--- src/rtl/dcb_pkg.sv ---
package dcb_pkg;

    typedef enum logic [1:0] {
        DCB_NONE = 2'b00,
        DCB_POS  = 2'b01,
        DCB_NEG  = 2'b10
    } dcb_mode_e;

endpackage

--- src/rtl/dcb_classify.sv ---
module dcb_classify
    import dcb_pkg::*;
#(
    parameter int INT_W = 24
) (
    input  logic signed [INT_W-1:0] vs_int,
    input  logic signed [INT_W-1:0] thr_pos,
    input  logic signed [INT_W-1:0] thr_neg,
    output dcb_mode_e               mode
);

    logic over_pos;
    logic under_neg;

    assign over_pos  = (vs_int > thr_pos);
    assign under_neg = (vs_int < thr_neg);

    // positive side wins when both conditions hold
    always_comb begin
        if (over_pos) begin
            mode = DCB_POS;
        end else if (under_neg) begin
            mode = DCB_NEG;
        end else begin
            mode = DCB_NONE;
        end
    end

    always_comb begin
        assert ($onehot0(mode)) else $error("AST_CLASS_LEGAL");
    end

endmodule

--- src/rtl/dcb_step_limit.sv ---
module dcb_step_limit #(
    parameter int DUTY_W   = 12,
    parameter int DUTY_MAX = 2500
) (
    input  logic [DUTY_W-1:0] duty_nom,
    input  logic [DUTY_W-1:0] step_req,
    output logic [DUTY_W-1:0] nom_sat,
    output logic [DUTY_W-1:0] step_sat
);

    localparam logic [DUTY_W-1:0] MAX_V = DUTY_W'(DUTY_MAX);

    logic [DUTY_W-1:0] headroom;
    logic [DUTY_W-1:0] floor_lim;

    always_comb begin
        nom_sat   = (duty_nom > MAX_V) ? MAX_V : duty_nom;
        headroom  = MAX_V - nom_sat;
        floor_lim = (nom_sat < headroom) ? nom_sat : headroom;
        step_sat  = (step_req < floor_lim) ? step_req : floor_lim;
    end

    always_comb begin
        assert ({1'b0, nom_sat} + {1'b0, step_sat} <= {1'b0, MAX_V})
            else $error("AST_STEP_HEADROOM");
        assert (step_sat <= nom_sat) else $error("AST_STEP_FLOOR");
    end

endmodule

--- src/rtl/dcb_duty_corrector.sv ---
module dcb_duty_corrector
    import dcb_pkg::*;
#(
    parameter int INT_W    = 24,
    parameter int DUTY_W   = 12,
    parameter int DUTY_MAX = 2500
) (
    input  logic                     clk,
    input  logic                     rst_n,
    input  logic                     period_done,
    input  logic signed [INT_W-1:0]  vs_int,
    input  logic [DUTY_W-1:0]        duty_nom,
    input  logic signed [INT_W-1:0]  thr_pos,
    input  logic signed [INT_W-1:0]  thr_neg,
    input  logic [DUTY_W-1:0]        step_size,
    output logic [DUTY_W-1:0]        duty_pos,
    output logic [DUTY_W-1:0]        duty_neg,
    output logic [1:0]               corr_mode
);

    localparam logic [DUTY_W-1:0] MAX_V = DUTY_W'(DUTY_MAX);

    typedef struct packed {
        logic [DUTY_W-1:0] pos;
        logic [DUTY_W-1:0] neg;
        dcb_mode_e         mode;
    } corr_state_t;

    corr_state_t st_d, st_q;
    dcb_mode_e   mode_now;
    logic [DUTY_W-1:0] nom_sat;
    logic [DUTY_W-1:0] step_sat;

    dcb_classify #(.INT_W(INT_W)) u_class (
        .vs_int  (vs_int),
        .thr_pos (thr_pos),
        .thr_neg (thr_neg),
        .mode    (mode_now)
    );

    dcb_step_limit #(.DUTY_W(DUTY_W), .DUTY_MAX(DUTY_MAX)) u_step (
        .duty_nom (duty_nom),
        .step_req (step_size),
        .nom_sat  (nom_sat),
        .step_sat (step_sat)
    );

    always_comb begin
        st_d = st_q;
        if (period_done) begin
            st_d.mode = mode_now;
            unique case (mode_now)
                DCB_POS: begin
                    st_d.pos = nom_sat - step_sat;
                    st_d.neg = nom_sat + step_sat;
                end
                DCB_NEG: begin
                    st_d.pos = nom_sat + step_sat;
                    st_d.neg = nom_sat - step_sat;
                end
                default: begin
                    st_d.pos = nom_sat;
                    st_d.neg = nom_sat;
                end
            endcase
        end
    end

    always_ff @(posedge clk or negedge rst_n) begin
        if (!rst_n) begin
            st_q <= '{pos: '0, neg: '0, mode: DCB_NONE};
        end else begin
            st_q <= st_d;
        end
    end

    assign duty_pos  = st_q.pos;
    assign duty_neg  = st_q.neg;
    assign corr_mode = st_q.mode;

    AST_HOLD_NO_STROBE: assert property (@(posedge clk) disable iff (!rst_n)
        !period_done |=> ($stable(duty_pos) && $stable(duty_neg) && $stable(corr_mode)));
    AST_DUTY_RANGE: assert property (@(posedge clk) disable iff (!rst_n)
        (duty_pos <= MAX_V) && (duty_neg <= MAX_V));
    AST_MODE_LEGAL: assert property (@(posedge clk) disable iff (!rst_n)
        $onehot0(corr_mode));
    AST_POS_DIR: assert property (@(posedge clk) disable iff (!rst_n)
        (corr_mode == 2'b01) |-> (duty_pos <= duty_neg));
    AST_NEG_DIR: assert property (@(posedge clk) disable iff (!rst_n)
        (corr_mode == 2'b10) |-> (duty_neg <= duty_pos));
    AST_BAND_EQUAL: assert property (@(posedge clk) disable iff (!rst_n)
        (corr_mode == 2'b00) |-> (duty_pos == duty_neg));
    AST_POS_PRIORITY: assert property (@(posedge clk) disable iff (!rst_n)
        (period_done && (vs_int > thr_pos)) |=> (corr_mode == 2'b01));

endmodule

--- config.mk ---
export PLATFORM = sky130hd
export DESIGN_NAME = dcb_duty_corrector
export DESIGN_NICKNAME = d
export VERILOG_FILES = /design/src/rtl/dcb_pkg.sv /design/src/rtl/dcb_classify.sv /design/src/rtl/dcb_step_limit.sv /design/src/rtl/dcb_duty_corrector.sv
export SDC_FILE = /design/constraint.sdc
export NUM_CORES = 1
export LEC_CHECK = 0
export BUFFER_PORTS_ARGS = -buffer_cell sky130_fd_sc_hd__buf_4
export CAP_MARGIN = 20
export CORE_AREA = 2 2 107 109
export CTS_BUF_LIST = sky130_fd_sc_hd__clkbuf_8 sky130_fd_sc_hd__clkbuf_16
export DETAILED_ROUTE_END_ITERATION = 7
export DIE_AREA = 0 0 109 111
export MAX_ROUTING_LAYER = met4
export PLACE_DENSITY = 0.69
export SLEW_MARGIN = 20
export SYNTH_ARGS = -nofsm -noshare
export SYNTH_HDL_FRONTEND = slang
export SYNTH_SLANG_ARGS = --single-unit
--- constraint.sdc ---
create_clock -name clk -period 1.9 [get_ports clk]
set_input_delay 0.38 -clock clk [delete_from_list [all_inputs] [get_ports clk]]
set_output_delay 0.38 -clock clk [all_outputs]
set_load 0.02 [all_outputs]
## After elaboration in Yosys (flattened, before gate mapping)

Cells that the tools add are included.
W data, S select, Z words.

| storage, ports and cells | value |
|---|---|
| flip-flop bits (word level) | 26 |
| input bits | 99 |
| output and inout bits | 26 |
| word-level logic and storage cells | 19 |

| cells by class | value |
|---|---|
| add/subtract/negate cells | 3 |
| order comparisons | 5 |
| equal/unequal tests | 2 |
| mux-type cells | 6 |

Operators with widths:

| operator | count |
|---|---|
| $pmux W24 S2 | 1 |
| $mux W12 | 3 |
| $gt A24 B24 Y1 | 1 |
| $lt A12 B12 Y1 | 2 |
| $lt A24 B24 Y1 | 1 |
| $add A12 B12 Y12 | 1 |
| $gt A12 B12 Y1 const B | 1 |
| $sub A12 B12 Y12 | 1 |
| $sub A12 B12 Y12 const A | 1 |
| $mux W2 | 2 |
| $eq A2 B1 Y1 const B | 1 |
| $eq A2 B2 Y1 const B | 1 |

## Logic depth before layout (Yosys ltp)

Gate-level depths: netlist (run 1).

| depth | value |
|---|---|
| word-level depth | 9 |
| depth in mapped cells | 40 |

## Cells and area by module

Synthesis (run 1) repeated with hierarchy kept, for this count alone.

| unflattened totals | value |
|---|---|
| cell total of the unflattened synthesis | 625 |
| area, all modules | 4854.7 µm² |

By module, submodules not included:

| module | instances | cells an instance | area an instance (µm²) |
|---|---|---|---|
| dcb_duty_corrector | 1 | 282 | 2427.3 |
| dcb_classify | 1 | 177 | 1305.0 |
| dcb_step_limit | 1 | 166 | 1122.3 |

## Worst setup path after synthesis (run 1)

Ideal clock, no wire load.

| timing | value |
|---|---|
| path type | in2reg |
| from | input duty_nom[5] |
| to | register st_q (netlist bit duty_neg[7]) |
| library setup time | 120 ps |
| arrival time | 7386 ps |
| data required time | 1780 ps |
| slack | -5605 ps |
| cell stages on the path | 33 |
| path buffers | 4 |
| path through | nor4b_2 -> nand2_1 -> o31ai_2 -> o21a_2 -> a21oi_1 -> or2_2 -> ha_1 -> xor2_1 -> a21oi_1 -> a21oi_1 -> or4b_4 -> o21ai_1 -> buf_4 -> mux2_2 -> inv_1 -> ha_1 -> and4_1 -> a221oi_1 -> o211ai_1 -> a21oi_1 -> or2_2 -> clkbuf_1 -> clkbuf_1 -> o21ai_0 -> ha_1 -> clkbuf_1 -> nor4b_1 -> o311ai_2 -> o22ai_4 -> o21ai_2 -> and4_1 -> or4_1 -> a31o_1 |

| on the way | value |
|---|---|
| longest elaborated chain between the ends | 9 |

RTL lines:

| element | RTL line | RTL |
|---|---|---|
| from (decl) | dcb_duty_corrector.sv:12 | `input logic [DUTY_W-1:0] duty_nom,` |
| $gt A12 B12 Y1 | dcb_step_limit.sv:17 | `nom_sat = (duty_nom > MAX_V) ? MAX_V : duty_nom;` |
| $mux W12 (*) | dcb_step_limit.sv:17 |  |
| $sub A12 B12 Y12 | dcb_step_limit.sv:18 | `headroom = MAX_V - nom_sat;` |
| $lt A12 B12 Y1 | dcb_step_limit.sv:19 | `floor_lim = (nom_sat < headroom) ? nom_sat : headroom;` |
| $mux W12 | dcb_step_limit.sv:19 |  |
| $lt A12 B12 Y1 | dcb_step_limit.sv:20 | `step_sat = (step_req < floor_lim) ? step_req : floor_lim;` |
| $mux W12 | dcb_step_limit.sv:20 |  |
| $sub A12 B12 Y12 or $add A12 B12 Y12 (tied branches) | dcb_duty_corrector.sv:59, dcb_duty_corrector.sv:55 |  |
| $pmux W24 S2 (*) | dcb_duty_corrector.sv:52 | `unique case (mode_now)` |
| to (signal assigned) | dcb_duty_corrector.sv:71 | `st_q <= '{pos: '0, neg: '0, mode: DCB_NONE};` |
| to (signal assigned) | dcb_duty_corrector.sv:73 | `st_q <= st_d;` |
| to (decl) | dcb_duty_corrector.sv:29 | `corr_state_t st_d, st_q;` |

Mark *: on every way between the ends. The rest lies on a longest branch, timed or not.
A chain may end at the register's enable or synchronous reset.

## Final worst setup path (run 1)

| timing | value |
|---|---|
| from | input duty_nom[4] |
| to | register st_q (netlist bit duty_neg[11]) |

Same word-level chain as after synthesis.

==> results of run 1 <==
==> cell families (layout without fill, tap and decap cells) <==
logic type               count (synthesis)  count (layout)
flip-flops                              25              25
other                                    1               1
buffers and inverters                  120             440
AND/OR/NAND/NOR                        197             198
AO/OA/AOI/OAI                          185             185
XOR/XNOR                                21              21
adder cells (fa/ha/maj)                 85              85
multiplexers                            17              17
==> registers in the layout, indices dropped and copies added, names as in the netlist <==
| register | flops |
|---|---|
| duty_pos | 11 |
| duty_neg | 12 |
| corr_mode | 2 |
==> through the flow <==
stage / setup TNS (ns) / area, um2
final: -104.22 / 8560
after global routing: -112.53 / 8560
after CTS: -102.03 / 8210
after detailed placement: -113.15 / 7340
after global placement: -109.48 / 7340
after floorplan: -101.98 / 5100
==> power breakdown <==
part           leakage, nW  internal (W)  switching [W]
logic                 4.05       0.00294        0.00284
clock network       0.0423      0.000281       0.000172
registers            0.300      0.000745       0.000127
total                 4.39       0.00397        0.00314
==> cell type report <==
cell class	count	area [um2]	share of cell area [%]
inverters	94	375	4.39
clock buffers	3	75.1	0.877
repair buffers	342	2670	31.2
flip-flops and latches	25	626	7.31
multi-input cells	507	4630	54.1
clock inverters	1	3.75	0.0439
well taps	143	179	2.09
==> cell usage in the layout (no fill, tap or decap), types with 14 or more instances in the layout <==
cell type | synthesis | layout
buf_4 | 3 | 319
inv_1 | 94 | 81
ha_1 | 83 | 65
nand2_1 | 55 | 46
nor2_1 | 34 | 26
dfrtp_1 | 25 | 25
a21oi_1 | 35 | 23
a21o_1 | 22 | 22
buf_6 | 0 | 19
ha_4 | 0 | 17
o21ai_0 | 41 | 16
nand2b_1 | 17 | 16
o21ai_1 | 2 | 15
nor2b_1 | 17 | 14
==> per-layer routing <==
| layer | GRT usage, % | wire [um] | vias to the layer above | share of wire, % |
|---|---|---|---|---|
| met5 | - | 0 | - | 0 |
| met3 | 1.88 | 1130 | 88 | 5.9 |
| met1 | 34.8 | 7400 | 2922 | 38 |
| met4 | 10.9 | 1010 | 0 | 5.2 |
| li1 | - | - | 2958 | - |
| met2 | 52.4 | 9760 | 266 | 51 |
==> how the worst min path moves through the flow <==
| stage | from | end | slack [ns] |
|---|---|---|---|
| after floorplan | rst_n | corr_mode[0] | 0.08 |
| after global placement | rst_n | duty_neg[1] | 0.29 |
| after detailed placement | rst_n | duty_pos[1] | 0.30 |
| after CTS | rst_n | duty_pos[1] | 0.03 |
| after global routing | rst_n | duty_neg[2] | 0.04 |
| final | rst_n | corr_mode[1] | 0.02 |
==> timing repair <==
item,4_1_cts,5_1_grt
endpoints found under the setup margin,25,25
pin swaps,68,70
gates resized for setup,115,80
buffers inserted,41,19
cloned,1,0
==> critical path, delay by kind of cell <==
family                     cells  cell delay, ns
xor gates and xnor gates       3            0.48
and+or+nand+nor                9            1.85
muxes                          1            0.15
buffers and inverters          5            0.53
adders and majority gates      3            0.79
AOI/OAI and AO/OA             18            2.78
==> impl_metrics.json, run 1 <==
{
  "status": "complete, but fails checks",
  "violations": "setup timing",
  "cp.arrival_ns": 6.98,
  "place_inst": 1066,
  "cp-end-kind": "flop",
  "drv_slew": 0,
  "synth_edf_count": 0,
  "r2r-end": "duty_neg[6]",
  "gp_congestion": 0.965,
  "cts_hold_buf": 0,
  "area_growth_pct": 76.7,
  "first_pass_iters": 5,
  "path_max_fanout": 6,
  "fin_skew_ns": 0,
  "synth_area_mm2": 0.00484,
  "ir_drop_mv": 0.770,
  "place_ws_ns": -5.35,
  "vias": 6234,
  "ys_top_cells_by_count": "inv_1, ha_1, nand2_1",
  "yosysTopAreaCell": "ha_1",
  "route.detailed.drc": 0,
  "p_per_area_mw_per_mm2": 831,
  "synthTopCellsByArea": "ha_1, dfrtp_1, inv_1",
  "reg2reg_depth": 3,
  "synth-async-reset-ratio_pct": 100,
  "fmax_mhz": 146,
  "viasPerCell": 5.59,
  "ioPinCount": 125,
  "grt_overflow": 0,
  "finalHoldViolCount": 0,
  "min_period_ns": 6.84,
  "dp_hpwl_mm": 13.5,
  "layout-drive-gt1-share_pct": 52.5,
  "yosys.area_share.simple_pct": 21.2,
  "timing.hold.ws_ns": 0.0221,
  "rows": 39,
  "fin_ws_ns": -4.94,
  "grt_pass1_wl_mm": 28.6,
  "yosysTopAreaCellShare_pct": 21.4,
  "netlist_instances": 651,
  "synth_seq_area_share_pct": 12.9,
  "grt_setup_unrepaired": "true",
  "ys.flop_type": "dfrtp_1",
  "syn_nets": 835,
  "antenna_found_initial": 0,
  "wirelength_mm": 19.3,
  "dieArea_mm2": 0.0121,
  "cap_violations": 0,
  "cts_tree": "done",
  "synthMuxAreaShare_pct": 3.67,
  "synth-seq-cells": 25,
  "endpoint": "duty_neg[11]",
  "fill_cells": 759,
  "p_leak_nw": 4.39,
  "cts.sinks": 25,
  "crit_slowest_cell": "or4b_4",
  "antenna_left": 0,
  "die_h_um": 111,
  "crit_required_ns": 2.04,
  "relSlewSlack_pct": 50.0,
  "ys.warnings.count": 0,
  "synth_xor_xnor_area_share_pct": 3.80,
  "rrSetupSlack_ns": 0.97,
  "layout.nets": 1157,
  "cts.path.max_buffers": 2,
  "min_path_type": "in -> async",
  "avgSynthCellArea_um2": 7.44,
  "clkTransAtPathRegs_ns": 0.06,
  "setup_viol": 25,
  "coreArea_mm2": 0.0111,
  "initial_utilization_pct": 43.7,
  "fin_cells": 1115,
  "wl_per_cell_um": 17.3,
  "drt_iter0_drc": 333,
  "synth_compound_area_share_pct": 26.5,
  "cts-root-buf": "clkbuf_16",
  "io_buffers": 124,
  "finalPower_w": 0.00711,
  "synth_cell_types": 77,
  "timing.rr.start": "duty_neg[6]",
  "antenna_cells": 0,
  "clk_latency_ns": 0.25,
  "final_core_util_pct": 77.3,
  "worstSetupPathType": "in -> reg",
  "numCtsBuffers": 3,
  "synth_top_family_by_area": "compound AO/OA/AOI/OAI gates",
  "critPathLaunch": "duty_nom[4]",
  "grt_max_degree": 29,
  "htreeDepth": 1,
  "grt_pass1_vias": 6146,
  "grt.total_usage_pct": 29.6,
  "crit_top_cell": "a21oi_2",
  "cpPeakStageDelay_ns": 0.50,
  "crit_path_start_kind": "primary input",
  "max_slew.worst_pin.slew_ns": 0.742,
  "synth_most_common_cell": "inv_1",
  "synthAdderAreaFrac_pct": 22.3,
  "post-route-period-util_pct": 360,
  "die_x_um": 109
}
(Power assumes the default switching activity.)
==> run 2, diff against run 1 <==
--- a/config.mk
+++ b/config.mk
@@ -7,12 +7,11 @@
 export LEC_CHECK = 0
 export BUFFER_PORTS_ARGS = -buffer_cell sky130_fd_sc_hd__buf_4
 export CAP_MARGIN = 20
-export CORE_AREA = 2 2 107 109
+export CORE_AREA = 2 2 114 116
 export CTS_BUF_LIST = sky130_fd_sc_hd__clkbuf_8 sky130_fd_sc_hd__clkbuf_16
 export DETAILED_ROUTE_END_ITERATION = 7
-export DIE_AREA = 0 0 109 111
+export DIE_AREA = 0 0 116 118
 export MAX_ROUTING_LAYER = met4
-export PLACE_DENSITY = 0.69
 export SLEW_MARGIN = 20
 export SYNTH_ARGS = -nofsm -noshare
 export SYNTH_HDL_FRONTEND = slang
==> impl_metrics.json, run 2 (synthesis gave the netlist of run 1 again) <==
{
  "status": "complete, but fails checks",
  "violations": "setup timing",
  "grt_setup_unrepaired": "true",
  "cts.sinks": 25,
  "antenna_left": 0,
  "antenna_found_initial": 0,
  "dieArea_mm2": 0.0137,
  "crit_required_ns": 2.06,
  "layout-drive-gt1-share_pct": 50.1,
  "dp_hpwl_mm": 13.4,
  "clkTransAtPathRegs_ns": 0.06,
  "clockPowerShare_pct": 7.0,
  "setup_viol": 25,
  "post-route-period-util_pct": 358,
  "grt_pass1_vias": 5856,
  "grt_pass1_wl_mm": 27.0,
  "p_sw_share_pct": 42.6,
  "drv_slew": 0,
  "initial_utilization_pct": 39.0,
  "fmax_mhz": 147,
  "internal-power_w": 0.00377,
  "io_buffers": 124,
  "cts_tree": "done",
  "cp-end-kind": "flop",
  "grt_max_degree": 35,
  "p_per_area_mw_per_mm2": 777,
  "route.detailed.drc": 0,
  "p_leak_nw": 4.33,
  "final_core_util_pct": 68.1,
  "crit_slowest_cell": "or4b_4",
  "coreArea_mm2": 0.0124,
  "netSwitchingPower_w": 0.00280,
  "cap_violations": 0,
  "grt.total_usage_pct": 24.2,
  "wl_per_cell_um": 14.6,
  "cts-root-buf": "clkbuf_16",
  "fin_skew_ns": 0,
  "finalHoldViolCount": 0,
  "worstSetupPathType": "in -> reg",
  "die_h_um": 118,
  "max_slew.worst_pin.slew_ns": 0.509,
  "place_ws_ns": -5.53,
  "min_period_ns": 6.79,
  "mostFrequentLayoutCells": "buf_4, inv_1, ha_1",
  "min_path_type": "in -> async",
  "area_growth_pct": 74.6,
  "path_max_fanout": 8,
  "numCtsBuffers": 3,
  "layout_commonest_cell": "buf_4",
  "largest_register_ffs": 12,
  "cp.arrival_ns": 6.95,
  "power.share.sequential_pct": 13.2,
  "drt_iter0_drc": 244,
  "gp_congestion": 0.848,
  "cts.path.max_buffers": 2,
  "htreeDepth": 1,
  "crit_path_start_kind": "primary input",
  "viasPerCell": 5.07,
  "grt_overflow": 0,
  "ir_drop_mv": 0.415,
  "combPwrFrac_pct": 79.7,
  "antenna_cells": 0,
  "clk_latency_ns": 0.25,
  "cts_hold_buf": 0,
  "rows": 41,
  "relSlewSlack_pct": 66.1,
  "ioPinCount": 125,
  "fin_ws_ns": -4.89,
  "vias": 5769,
  "wirelength_mm": 16.6,
  "cpPeakStageDelay_ns": 0.51,
  "die_x_um": 116,
  "largest_register": "duty_neg",
  "first_pass_iters": 5,
  "tns_ns": -102.71,
  "layout.nets": 1151
}
==> run 2: cell count changes in the layout (fill, tap and decap cells not counted), sizes merged <==
cell    previous run  this run
clkinv             0         1
inv               95        94
or2                5         4
buf              342       337
==> run 2: repair_timing <==
item | CTS | global route
endpoints found under the setup margin | 25 | 25
gates cloned | 0 | 0
resized for setup | 85 | 73
buffers inserted | 33 | 8
pin swaps | 42 | 35
==> run 2: final timing paths <==
kind                       slack (ns)           end        start  cells after the start
setup reg to reg                 0.97   duty_neg[6]  duty_neg[6]                      3
hold reg to reg                  0.51   duty_pos[3]  duty_pos[3]                      2
hold / removal                   0.01   duty_neg[6]        rst_n                      1
min in group clk                 0.51   duty_pos[3]  duty_pos[3]                      2
max in group asynchronous        1.65  corr_mode[0]        rst_n                      1
setup / recovery                -4.89  duty_pos[11]  duty_nom[0]                     39
==> run 2: layout make-up <==
cell class                 instances  area, um2
clock inverter                     1       5.00
multi-input combinational        506       4520
fill                            1058       3960
sequential                        25        626
timing repair buffer             337       2640
clock buffer                       3       75.1
inverter                          94        375
tap                              172        215
==> run 2: routing by layer <==
| metal | vias up | track usage (%) | routed length (um) |
|---|---|---|---|
| met2 | 118 | 42.9 | 8490 |
| met1 | 2704 | 31.2 | 7590 |
| met3 | 12 | 1.13 | 420 |
| li1 | 2935 | - | - |
| met4 | 0 | 2.75 | 138 |
| met5 | - | - | 0 |
==> run 2: power groups by stage <==
stage / clock [W] / sequential, W / combinational, W
floorplan: 0 / 0.00112 / 0.00225
global placement: 0 / 0.000864 / 0.00419
detailed placement: 0 / 0.000878 / 0.00426
CTS: 0.000475 / 0.000872 / 0.00480
global route: 0.000487 / 0.000898 / 0.00568
finish: 0.000461 / 0.000870 / 0.00524
==> run 2: critical path, delay by kind of cell <==
| kind | cells | cell delay, ns |
|---|---|---|
| buf+inv | 9 | 0.96 |
| compound gates | 13 | 1.84 |
| xor+xnor | 1 | 0.14 |
| mux | 1 | 0.33 |
| simple gates | 12 | 2.46 |
| fa+ha+maj | 3 | 0.84 |
==> run 2: per-stage QoR <==
stage                     total power (W)  hold WS, ns  cell area, um2  instances
after detailed placement          0.00514        0.300            7370       1094
final                             0.00657       0.0122            8460       1138
after global placement            0.00505        0.295            7370       1094
after global routing              0.00707       0.0387            8460       1138
after floorplan                   0.00338       0.0844            5100        651
after CTS                         0.00615       0.0224            8090       1130
